## src/rtl/entseq_pkg.sv

```systemverilog
package entseq_pkg;

   typedef enum logic [1:0] {
      PH_IDLE = 2'd0,
      PH_SLOW = 2'd1,
      PH_FAST = 2'd2
   } phase_e;

endpackage

```

## src/rtl/entseq_sync.sv

```systemverilog
module entseq_sync #(
   parameter int STAGES   = 2,
   parameter bit IDLE_LVL = 1'b1
) (
   input  logic clk_i,
   input  logic rst_i,
   input  logic line_i,
   output logic level_o,
   output logic edge_o
);

   if (STAGES < 2) begin : g_bad_stages
      $error("entseq_sync: STAGES must be at least 2");
   end

   logic [STAGES-1:0] chain_q;
   logic              prev_q;

   for (genvar s = 0; s < STAGES; s++) begin : g_stage
      if (s == 0) begin : g_first
         always_ff @(posedge clk_i) begin
            if (rst_i) chain_q[s] <= IDLE_LVL;
            else       chain_q[s] <= line_i;
         end
      end else begin : g_next
         always_ff @(posedge clk_i) begin
            if (rst_i) chain_q[s] <= IDLE_LVL;
            else       chain_q[s] <= chain_q[s-1];
         end
      end
   end

   always_ff @(posedge clk_i) begin
      if (rst_i) prev_q <= IDLE_LVL;
      else       prev_q <= chain_q[STAGES-1];
   end

   assign level_o = chain_q[STAGES-1];
   assign edge_o  = chain_q[STAGES-1] ^ prev_q;

endmodule

```

## src/rtl/entseq_stamp.sv

```systemverilog
module entseq_stamp #(
   parameter int CNT_W = 32
) (
   input  logic             clk_i,
   input  logic             rst_i,
   output logic [CNT_W-1:0] stamp_o
);

   if (CNT_W < 4) begin : g_bad_width
      $error("entseq_stamp: CNT_W must be at least 4");
   end

   localparam logic [CNT_W-1:0] TOP = {CNT_W{1'b1}};

   logic [CNT_W-1:0] cnt_q;

   always_ff @(posedge clk_i) begin
      if (rst_i)             cnt_q <= '0;
      else if (cnt_q != TOP) cnt_q <= cnt_q + 1'b1;
   end

   assign stamp_o = cnt_q;


   stamp_mono_chk: assert property (@(posedge clk_i) disable iff (rst_i)
      stamp_o >= $past(stamp_o));


   stamp_hold_chk: assert property (@(posedge clk_i) disable iff (rst_i)
      (stamp_o == TOP) |=> (stamp_o == TOP));

endmodule

```

## src/rtl/entseq_match.sv

```systemverilog
module entseq_match
   import entseq_pkg::*;
#(
   parameter int CNT_W       = 32,
   parameter int TOL         = 2,
   parameter int SLOW_PULSES = 4,
   parameter int FAST_PULSES = 4
) (
   input  logic             clk_i,
   input  logic             rst_i,
   input  logic             edge_i,
   input  logic [CNT_W-1:0] stamp_i,
   output logic             found_o,
   output logic [CNT_W-1:0] start_o
);

   if (SLOW_PULSES < 2 || FAST_PULSES < 1) begin : g_bad_runs
      $error("entseq_match: need SLOW_PULSES >= 2 and FAST_PULSES >= 1");
   end
   if (TOL < 0) begin : g_bad_tol
      $error("entseq_match: TOL must not be negative");
   end

   localparam int RUN_MAX = (SLOW_PULSES > FAST_PULSES) ? SLOW_PULSES : FAST_PULSES;
   localparam int RW      = $clog2(RUN_MAX + 1);
   localparam logic [RW-1:0]    SLOW_LAST = RW'(SLOW_PULSES - 1);
   localparam logic [RW-1:0]    FAST_LAST = RW'(FAST_PULSES - 1);
   localparam logic [CNT_W-1:0] TOL_V     = CNT_W'(TOL);

   // edge history: newest and the one before it
   logic [CNT_W-1:0] e_new_q, e_old_q;
   logic [1:0]       hist_q;

   always_ff @(posedge clk_i) begin
      if (rst_i) begin
         e_new_q <= '0;
         e_old_q <= '0;
         hist_q  <= '0;
      end else if (edge_i) begin
         e_old_q <= e_new_q;
         e_new_q <= stamp_i;
         if (hist_q != 2'd2) hist_q <= hist_q + 2'd1;
      end
   end

   logic             meas;
   logic [CNT_W-1:0] len;
   assign meas = edge_i && (hist_q == 2'd2);
   assign len  = stamp_i - e_old_q;

   phase_e           phase_q;
   logic [RW-1:0]    run_q;
   logic [CNT_W-1:0] ref_q;
   logic [CNT_W-1:0] cand_q;
   logic [CNT_W-1:0] diff;
   logic             close;

   assign diff  = (len >= ref_q) ? (len - ref_q) : (ref_q - len);
   assign close = (diff <= TOL_V);

   always_ff @(posedge clk_i) begin
      if (rst_i) begin
         phase_q <= PH_IDLE;
         run_q   <= '0;
         ref_q   <= '0;
         cand_q  <= '0;
         found_o <= 1'b0;
         start_o <= '0;
      end else begin
         found_o <= 1'b0;
         if (meas) begin
            if (phase_q == PH_IDLE || !close) begin
               ref_q   <= len;
               cand_q  <= e_old_q;
               phase_q <= PH_SLOW;
               run_q   <= RW'(1);
            end else if (phase_q == PH_SLOW) begin
               if (run_q == SLOW_LAST) begin
                  ref_q   <= ref_q >> 1;
                  phase_q <= PH_FAST;
                  run_q   <= '0;
               end else begin
                  run_q <= run_q + 1'b1;
               end
            end else begin
               if (run_q == FAST_LAST) begin
                  found_o <= 1'b1;
                  start_o <= cand_q;
                  phase_q <= PH_IDLE;
                  run_q   <= '0;
               end else begin
                  run_q <= run_q + 1'b1;
               end
            end
         end
      end
   end


   strobe_single_chk: assert property (@(posedge clk_i) disable iff (rst_i)
      found_o |=> !found_o);


   strobe_cause_chk: assert property (@(posedge clk_i) disable iff (rst_i)
      found_o |-> $past(meas));


   idle_after_chk: assert property (@(posedge clk_i) disable iff (rst_i)
      found_o |-> (phase_q == PH_IDLE));


   reset_quiet_chk: assert property (@(posedge clk_i) disable iff (rst_i)
      $past(rst_i) |-> (!found_o && phase_q == PH_IDLE && ref_q == '0));


   hist_gate_chk: assert property (@(posedge clk_i) disable iff (rst_i)
      (phase_q != PH_IDLE) |-> (hist_q == 2'd2));

endmodule

```

## src/rtl/entseq_detect.sv

```systemverilog
module entseq_detect #(
   parameter int CNT_W       = 32,
   parameter int SYNC_STAGES = 2,
   parameter int TOL         = 2,
   parameter int SLOW_PULSES = 4,
   parameter int FAST_PULSES = 4
) (
   input  logic             clk_i,
   input  logic             rst_i,
   input  logic             line_i,
   output logic             entered_o,
   output logic [CNT_W-1:0] entry_start_o
);

   logic             lvl;
   logic             edg;
   logic [CNT_W-1:0] stamp;

   entseq_sync #(
      .STAGES   (SYNC_STAGES),
      .IDLE_LVL (1'b1)
   ) u_sync (
      .clk_i   (clk_i),
      .rst_i   (rst_i),
      .line_i  (line_i),
      .level_o (lvl),
      .edge_o  (edg)
   );

   entseq_stamp #(
      .CNT_W (CNT_W)
   ) u_stamp (
      .clk_i   (clk_i),
      .rst_i   (rst_i),
      .stamp_o (stamp)
   );

   entseq_match #(
      .CNT_W       (CNT_W),
      .TOL         (TOL),
      .SLOW_PULSES (SLOW_PULSES),
      .FAST_PULSES (FAST_PULSES)
   ) u_match (
      .clk_i   (clk_i),
      .rst_i   (rst_i),
      .edge_i  (edg),
      .stamp_i (stamp),
      .found_o (entered_o),
      .start_o (entry_start_o)
   );

   logic unused_lvl;
   assign unused_lvl = lvl;


   edge_level_chk: assert property (@(posedge clk_i) disable iff (rst_i)
      edg |-> (lvl != $past(lvl)));

endmodule

```

## config.mk

```make
export PLATFORM = sky130hd
export DESIGN_NAME = entseq_detect
export DESIGN_NICKNAME = d
export VERILOG_FILES = /design/src/rtl/entseq_pkg.sv /design/src/rtl/entseq_sync.sv /design/src/rtl/entseq_stamp.sv /design/src/rtl/entseq_match.sv /design/src/rtl/entseq_detect.sv
export SDC_FILE = /design/constraint.sdc
export NUM_CORES = 1
export LEC_CHECK = 0
export BUFFER_PORTS_ARGS = -buffer_cell sky130_fd_sc_hd__buf_2
export CAP_MARGIN = 20
export CORE_ASPECT_RATIO = 0.75
export CORE_MARGIN = 2
export CORE_UTILIZATION = 64
export CTS_CLUSTER_SIZE = 20
export DETAILED_ROUTE_END_ITERATION = 6
export GPL_TIMING_DRIVEN = 0
export PLACE_DENSITY = 0.81
export SLEW_MARGIN = 20
export SYNTH_ARGS = -nofsm -noshare
export SYNTH_HDL_FRONTEND = slang
export SYNTH_HIERARCHICAL = 1
export SYNTH_SLANG_ARGS = --single-unit
```

## constraint.sdc

```tcl
create_clock -name clk_i -period 8.1 [get_ports clk_i]
set_input_delay 1.62 -clock clk_i [delete_from_list [all_inputs] [get_ports clk_i]]
set_output_delay 1.62 -clock clk_i [all_outputs]
set_load 0.05 [all_outputs]
```

==> flow_summary.yaml, run 1 <==
status:
  outcome: "finished, final reports clean"
timing:
  tightest_slew_ps: 1090
  period_share_pct: 96.7
  hold_viol_final: 0
  skew_ps: 27.3
  rsz0062_at_grt: "false"
  drv_slew: 0
  tns_ps: 0
  max_freq_mhz: 128
  slew_headroom_pct: 27.1
  setup-violations-final: 0
  period_minus_slack_ps: 7830
  hold_slack_ps: 413
  fin_ws_ps: 266
global_route:
  grt_use_met2_pct: 53.8
  use_met3_pct: 9.13
  grt_pass1_wl_mm: 70.7
  track_usage_pct: 37.6
  grt_max_degree: 15
  grt-ovfl-total: 0
  first_global_vias: 13100
  gr-usage-met1_pct: 56.1
  antenna_found_initial: 0
  busiest_layer: "met1"
pwr:
  power.leakage_nw: 6.66
  peakVddDrop_v: 0.000158
  p_per_area_nw_per_um2: 196
  power_mw: 3.05
synth:
  ys_async_sr_fraction_pct: 0
  postSynthCellCount: 1830
  synth_edf_count: 0
  syn_area_um2: 14300
  synthFlopType: "dfxtp_1"
  seq_area_frac_synth_pct: 28.5
  ys_warn_count: 6
  synth.avg_cell_area_um2: 7.79
  synth_seq_cells: 203
  synth_nets: 1933
  synthDistinctLibCells: 86
routing:
  ant_nets: 0
  viasPerCell: 6.45
  via_count: 14200
  wirelength_mm: 44.8
  drt_pass1_iterations: 6
  drt-initial-drc-count: 1769
  post_drt_wl_per_cell_um: 20.4
  drcViolationCount: 0
placement:
  post-dp-hpwl_mm: 34.3
  dpl_cell_area_um2: 14800
  port_buffers: 35
  gp_congestion: 0.994
  post-place-ws_ps: -11.6
  dp.cells: 2159
critical_path:
  slowest_stage: "nor4_4"
  end_kind: "register"
  worstReg2RegEnd: "u_match/ref_q[5]$_SDFFE_PP0P_"
  r2r-start: "u_stamp/stamp_o[0]$_SDFFE_PP0P_"
  rrSetupSlack_ps: 270
  critPathMaxStageDelay_ps: 520
  critPathLaunchType: "register"
  crit_arrival_ps: 8300
  cp-endpoint: "u_match/ref_q[5]$_SDFFE_PP0P_"
  crit_start: "u_stamp/stamp_o[0]$_SDFFE_PP0P_"
  worstPathRequired_ps: 8560
  worstRegToRegCells: 32
  crit_type: "register to register"
  crit_fanout: 10
layout:
  final_core_util_pct: 70.6
  layout_commonest_cell: "dfxtp_1"
  antenna_cells: 0
  area_growth_pct: 8.90
  final_net_count: 1990
  fin_area_um2: 15500
  final_cell_mix: "dfxtp_1, nand2_1, a21oi_1"
  fin_cells: 2193
  drive_gt1_share_pct: 7.32
clock_network:
  path_clk_slew_ps: 70
  insertion_delay_ps: 520
  cts_hold_buf: 0
  clockBufferDepth: 3
  h-tree-depth: 1
  cts-buffers-inserted: 20
  clock_sinks: 203
  tritoncts: "yes"
  cts_setup_buffers: 0
  cts_resized: 1
  clockRootBuffer: "clkbuf_16"
floorplan:
  fp.dieH_um: 133
  core-area_um2: 22000
  fp-row-count: 47
  die_w_um: 176
  io_pins: 36
  die_area_um2: 23500
  initial_core_util_pct: 64.8
run:
  max_cap_violations: 0
min_path:
  holdCritPathClass: "register to register"
==> cell usage after synthesis (18+ instances only) <==
cell,instances,area share (%)
a2bb2oi_1,28,1.7
clkbuf_1,70,1.8
nand4_1,23,1.0
or3_1,42,1.8
a21oi_1,161,5.7
nor2b_1,25,1.1
xnor2_1,27,1.7
nand2_1,187,4.9
xor2_1,29,1.8
nor3_1,57,2.0
inv_1,137,3.6
a41oi_1,31,1.9
mux2i_1,102,7.2
o21ai_0,71,2.5
dfxtp_1,203,28
a21o_1,28,1.5
nor2_1,143,3.8
nand3_1,49,1.7
buf_2,19,0.67
ha_1,97,8.5
o21ai_1,18,0.63
==> sequential cells by signal, indices dropped and copies added, names as in the netlist <==
name             cells
u_match/cand_q      32
u_match/e_new_q     32
u_match/e_old_q     32
u_match/found_o      1
u_match/hist_q       2
u_match/phase_q      2
u_match/ref_q       32
u_match/run_q        3
u_match/start_o     32
u_stamp/stamp_o     32
u_sync/chain_q       1
u_sync/level_o       1
u_sync/prev_q        1
==> report_power, final <==
group          leakage (nW)  internal (mW)  switching [mW]
logic                  4.69          0.358           0.696
registers              1.64           1.00         0.00623
clock network         0.333          0.578           0.406
total                  6.66           1.94            1.11
==> worst min-delay path by stage <==
stage / startpoint / endpoint / slack, ps / cells after the start
after floorplan: u_sync/chain_q[0]$_SDFF_PP1_ / u_sync/level_o$_SDFF_PP1_ / 390 / 1
after global placement: u_sync/chain_q[0]$_SDFF_PP1_ / u_sync/level_o$_SDFF_PP1_ / 390 / 1
after detailed placement: u_sync/chain_q[0]$_SDFF_PP1_ / u_sync/level_o$_SDFF_PP1_ / 400 / 1
after CTS: u_sync/chain_q[0]$_SDFF_PP1_ / u_sync/level_o$_SDFF_PP1_ / 410 / 1
after global routing: u_sync/chain_q[0]$_SDFF_PP1_ / u_sync/level_o$_SDFF_PP1_ / 420 / 1
final: u_sync/chain_q[0]$_SDFF_PP1_ / u_sync/level_o$_SDFF_PP1_ / 410 / 1
==> cells by family (layout without fill, tap and decap cells) <==
kind of cell,count (synthesis),in the layout,share of synthesized area (%)
simple gates,620,620,21.2
compound gates,487,487,22.4
buf+inv,245,314,7.04
flops,203,203,28.5
mux,119,119,8.50
fa+ha+maj,100,100,8.93
xor+xnor,56,56,3.44
==> critical path: cells and delay by family, from the launching register on <==
| family | cells | cell delay (ps) |
|---|---|---|
| fa+ha+maj | 3 | 830 |
| xor+xnor | 2 | 800 |
| mux | 1 | 250 |
| flops | 1 | 400 |
| buf+inv | 7 | 1610 |
| compound gates | 10 | 1720 |
| simple gates | 9 | 2140 |
==> layout make-up <==
cell class,instances,area (µm²)
multi-input cells,1382,9240
fillers,1789,6460
flip-flops and latches,203,4060
clock buffers,26,553
inverters,138,518
plain buffers,107,487
well taps,294,368
repair buffers,35,175
clock inverters,8,129
==> routing by layer <==
layer / vias to the layer above / share of wire (%) / wire length (µm)
met5: - / 0 / 0
met3: 67 / 12 / 5390
met2: 789 / 41 / 18200
met1: 6661 / 45 / 20200
met4: 0 / 2.4 / 1060
li1: 6636 / - / -
(Power assumes the default switching activity.)
==> inputs of run 2 (changes only) <==
Settings changed: GPL_TIMING_DRIVEN 0 to unset.
==> flow_summary.yaml, run 2 (synthesis results as in run 1) <==
pwr:
  p_per_area_nw_per_um2: 201
  combPwrFrac_pct: 32.5
  switching_power_mw: 1.08
  p_seq_share_pct: 32.9
  peakVddDrop_v: 0.000146
  power_mw: 3.07
  netSwitchingFraction_pct: 35.3
  pwr-share-clk_pct: 34.6
  intPower_mw: 1.98
  power.leakage_nw: 6.53
placement:
  post-dp-hpwl_mm: 29.3
  port_buffers: 35
  gp_congestion: 1.01
  dp.cells: 2066
global_route:
  grt-ovfl-total: 0
  antenna_found_initial: 1
  first_global_vias: 12100
  track_usage_pct: 33.2
  grt_max_degree: 75
  grt_pass1_wl_mm: 63.7
timing:
  max_freq_mhz: 133
  hold_slack_ps: 412
  drv_slew: 0
  hold_viol_final: 0
  setup-violations-final: 0
  tightest_slew_ps: 1160
  period_share_pct: 92.6
  slew_headroom_pct: 22.0
  skew_ps: 17.9
  period_minus_slack_ps: 7500
  rsz0062_at_grt: "false"
  tns_ps: 0
floorplan:
  fp.dieH_um: 133
  die_w_um: 176
  die_area_um2: 23500
  fp-row-count: 47
  core-area_um2: 22000
  initial_core_util_pct: 64.8
  io_pins: 36
clock_network:
  clockBufferDepth: 3
  path_clk_slew_ps: 70
  h-tree-depth: 1
  insertion_delay_ps: 510
  tritoncts: "yes"
  clockRootBuffer: "clkbuf_16"
  cts-buffers-inserted: 21
  clock_sinks: 203
layout:
  area_growth_pct: 7.18
  final_cell_mix: "dfxtp_1, nand2_1, a21oi_1"
  drive_gt1_share_pct: 7.07
  fillCellCount: 1809
  seq_area_um2: 4060
  final_net_count: 1899
  antenna_cells: 0
  fin_cells: 2105
  final_core_util_pct: 69.5
  layout_commonest_cell: "dfxtp_1"
  multi_input_area_um2: 9240
critical_path:
  critPathTopFamily: "compound AO/OA/AOI/OAI gates"
  crit_type: "register to register"
  worstPathRequired_ps: 8500
  worstRegToRegCells: 28
  crit_arrival_ps: 7900
  rrSetupSlack_ps: 600
  worst-path-stages: 28
  critPathLaunchType: "register"
  crit_buf_inv: 5
  critPathMaxStageDelay_ps: 590
  r2r-start: "u_stamp/stamp_o[1]$_SDFFE_PP0P_"
  worstReg2RegEnd: "u_match/ref_q[1]$_SDFFE_PP0P_"
  end_kind: "register"
  crit_fanout: 74
  slowest_stage: "or4_4"
routing:
  drt-initial-drc-count: 1846
  post_drt_wl_per_cell_um: 19.0
  viasPerCell: 6.40
  drt_pass1_iterations: 5
  ant_nets: 0
  via_count: 13500
  drcViolationCount: 0
  wirelength_mm: 39.9
min_path:
  worstHoldPathCells: 1
  holdCritPathClass: "register to register"
  hold_start: "u_sync/chain_q[0]$_SDFF_PP1_"
  hold_end: "u_sync/level_o$_SDFF_PP1_"
run:
  max_cap_violations: 0
status:
  outcome: "finished, final reports clean"
run 2: cell count changes in the layout (fill, tap and decap cells not counted), moves of 2 or more:
cell        previous run  this run
buf_12                 0         3
clkbuf_1              72         0
buf_1                  6         0
clkinv_4               0         3
buf_4                  8        12
inv_6                  0         2
buf_2                 54        34
clkinvlp_4             1         3
buf_6                  4         1
run 2: metrics by stage:
| stage | setup slack [ps] | cell area (µm²) |
|---|---|---|
| floorplan | 1900 | 14300 |
| global placement | 715 | 14500 |
| detailed placement | 486 | 14500 |
| CTS | 431 | 15300 |
| global route | 141 | 15300 |
| finish | 603 | 15300 |
run 2: metal layers:
layer  GRT usage (%)  up-vias  part of all wire, %
met5               0        -                    0
met4            8.31        0                  2.3
met3            4.99       71                  9.1
met2            48.9      573                   42
met1            50.4     6370                   47
li1                -     6451                    -
run 2: how the worst max path moves through the flow:
| stage | startpoint | endpoint | slack (ps) |
|---|---|---|---|
| 6_report | u_stamp/stamp_o[1]$_SDFFE_PP0P_ | u_match/ref_q[1]$_SDFFE_PP0P_ | 600 |
| 5_1_grt | u_stamp/stamp_o[1]$_SDFFE_PP0P_ | u_match/phase_q[1]$_SDFFE_PP0P_ | 140 |
| 4_1_cts | u_stamp/stamp_o[1]$_SDFFE_PP0P_ | u_match/start_o[21]$_SDFFE_PP0P_ | 430 |
| 3_5_place_dp | u_stamp/stamp_o[1]$_SDFFE_PP0P_ | u_match/start_o[21]$_SDFFE_PP0P_ | 490 |
| 3_3_place_gp | u_stamp/stamp_o[1]$_SDFFE_PP0P_ | u_match/start_o[8]$_SDFFE_PP0P_ | 710 |
| 2_1_floorplan | u_stamp/stamp_o[1]$_SDFFE_PP0P_ | u_match/ref_q[2]$_SDFFE_PP0P_ | 1900 |
run 2: power groups by stage:
stage	Combinational, mW	Sequential, mW	Clock (mW)
final	0.996	1.01	1.06
after global routing	1.08	1.01	1.11
after global placement	0.950	1.03	0
after floorplan	0.736	1.03	0
after detailed placement	0.956	1.03	0
after CTS	0.962	1.01	1.07
run 2: what timing repair did:
| item | CTS | global route |
|---|---|---|
| hold buffers | 0 | 0 |
| setup buffers | 0 | 1 |
| resized for setup | 0 | 2 |
| setup endpoints to repair | 0 | 92 |
run 2: cell type report:
| type | count | area share [%] |
|---|---|---|
| multi-input cells | 1382 | 60.4 |
| flip-flops and latches | 203 | 26.6 |
| clock buffers | 23 | 3.62 |
| inverters | 138 | 3.39 |
| well taps | 294 | 2.41 |
| repair buffers | 50 | 2.17 |
| clock inverters | 15 | 1.39 |
==> inputs of run 3 (changes only) <==
Settings changed: CORE_UTILIZATION 64 to 65, CTS_BUF_LIST set to sky130_fd_sc_hd__clkbuf_4, PLACE_DENSITY 0.81 to 0.82.
==> flow_summary.yaml, run 3 (synthesis results as in run 1) <==
status:
  outcome: "finished, final reports clean"
floorplan:
  die_w_um: 175
  core-area_um2: 21400
  initial_core_util_pct: 66.8
  fp-row-count: 46
  die_area_um2: 23200
  io_pins: 36
  fp.dieH_um: 132
critical_path:
  crit_type: "register to register"
  crit_arrival_ps: 8030
  critPathMostFrequentCell: "a21oi_1"
  slowest_stage: "or4_4"
  worstPathRequired_ps: 8590
  crit_fanout: 29
  critPathMaxStageDelay_ps: 600
  critPathLaunchType: "register"
  end_kind: "register"
placement:
  port_buffers: 35
  gp_congestion: 0.984
  post-dp-hpwl_mm: 29.4
  dp.cells: 2063
layout:
  layout_commonest_cell: "dfxtp_1"
  final_net_count: 1929
  fin_cells: 2153
  final_cell_mix: "dfxtp_1, nand2_1, a21oi_1"
  drive_gt1_share_pct: 9.34
  area_growth_pct: 6.27
pwr:
  power.leakage_nw: 6.57
  p_per_area_nw_per_um2: 191
  peakVddDrop_v: 0.000154
global_route:
  grt-ovfl-total: 0
  grt_pass1_wl_mm: 64.4
  first_global_vias: 12500
  antenna_found_initial: 4
  gr-usage-met1_pct: 48.1
  use_met3_pct: 9.78
  grt_use_met2_pct: 49.9
  track_usage_pct: 33.6
  busiest_layer: "met2"
  grt_max_degree: 106
clock_network:
  clockBufferDepth: 3
  clockRootBuffer: "clkbuf_4"
  cts-buffers-inserted: 48
  tritoncts: "yes"
  h-tree-depth: 2
  insertion_delay_ps: 650
  cts_hold_buf: 0
  clock_sinks: 203
  path_clk_slew_ps: 70
routing:
  ant_nets: 0
  post_drt_wl_per_cell_um: 18.8
  wirelength_mm: 40.4
  via_count: 13800
  drcViolationCount: 0
  viasPerCell: 6.43
  drt-initial-drc-count: 1736
  drt_pass1_iterations: 7
timing:
  period_minus_slack_ps: 7540
  drv_slew: 0
  rsz0062_at_grt: "false"
  setup-violations-final: 0
  tightest_slew_ps: 1100
  skew_ps: 50.8
  tns_ps: 0
  slew_headroom_pct: 26.4
  hold_viol_final: 0
  period_share_pct: 93.1
  max_freq_mhz: 133
min_path:
  holdCritPathClass: "register to register"
run:
  max_cap_violations: 0
==> run 3: changes by cell type in the layout (fill, tap and decap cells not counted), sizes merged <==
cell and change:
clkbuf +52, buf +3, bufinv -3, clkinv +3
clkinvlp -2, diode +2, inv -1
==> run 3: critical path: cells and delay by family (launching register included) <==
kind | cells | cell delay [ps]
flip-flops | 1 | 340
AND/OR/NAND/NOR | 6 | 1640
multiplexers | 1 | 230
XOR/XNOR | 2 | 340
AO/OA/AOI/OAI | 12 | 3290
adder cells (fa/ha/maj) | 2 | 690
buffers and inverters | 4 | 830
==> run 3: layout make-up <==
cell class / instances / area [µm²]
flip-flops and latches: 203 / 4060
multi-input cells: 1382 / 9230
clock inverters: 12 / 82.6
repair buffers: 53 / 329
diodes: 2 / 5.00
clock buffers: 75 / 563
fillers: 1729 / 6200
inverters: 138 / 518
well taps: 288 / 360
==> run 3: timing repair <==
action,in CTS,in global routing
setup endpoints to repair,0,29
resized for setup,0,1
buffers inserted,0,1
endpoints found under the hold margin,0,0
==> run 3: stage by stage <==
step                cell area [µm²]  worst slack (ps)  total power [mW]  util (%)  hold slack (ps)
floorplan                     14300              1900              1.76         -              385
global placement              14500               848              1.99      67.8              390
detailed placement            14500               659              1.99      67.8              402
CTS                           15100               597              2.86      70.9              423
global route                  15200               165              3.04      71.0              435
finish                        15200               557              2.89      71.0              427
==> run 3: final timing paths <==
check                                                     start                        endpoint  slack (ps)  cells after the start
worst min-delay path               u_sync/chain_q[0]$_SDFF_PP1_       u_sync/level_o$_SDFF_PP1_         430                      1
worst max register to register  u_match/e_old_q[1]$_SDFFE_PP0P_  u_match/ref_q[29]$_SDFFE_PP0P_         560                     27
worst min register to register     u_sync/chain_q[0]$_SDFF_PP1_       u_sync/level_o$_SDFF_PP1_         430                      1
worst max-delay path            u_match/e_old_q[1]$_SDFFE_PP0P_  u_match/ref_q[29]$_SDFFE_PP0P_         560                     27
==> run 3: routing by layer <==
metal	up-vias	part of all wire (%)
li1	6567	-
met1	6558	45
met2	655	43
met3	68	11
met5	-	0
met4	0	1.7
==> run 3: where the power goes <==
group	switching (mW)	leakage [nW]	total [mW]	internal, mW
Combinational	0.649	4.56	1.01	0.356
Clock	0.422	0.383	0.877	0.455
Sequential	0.00463	1.64	1.01	1.00
Total	1.08	6.57	2.89	1.81
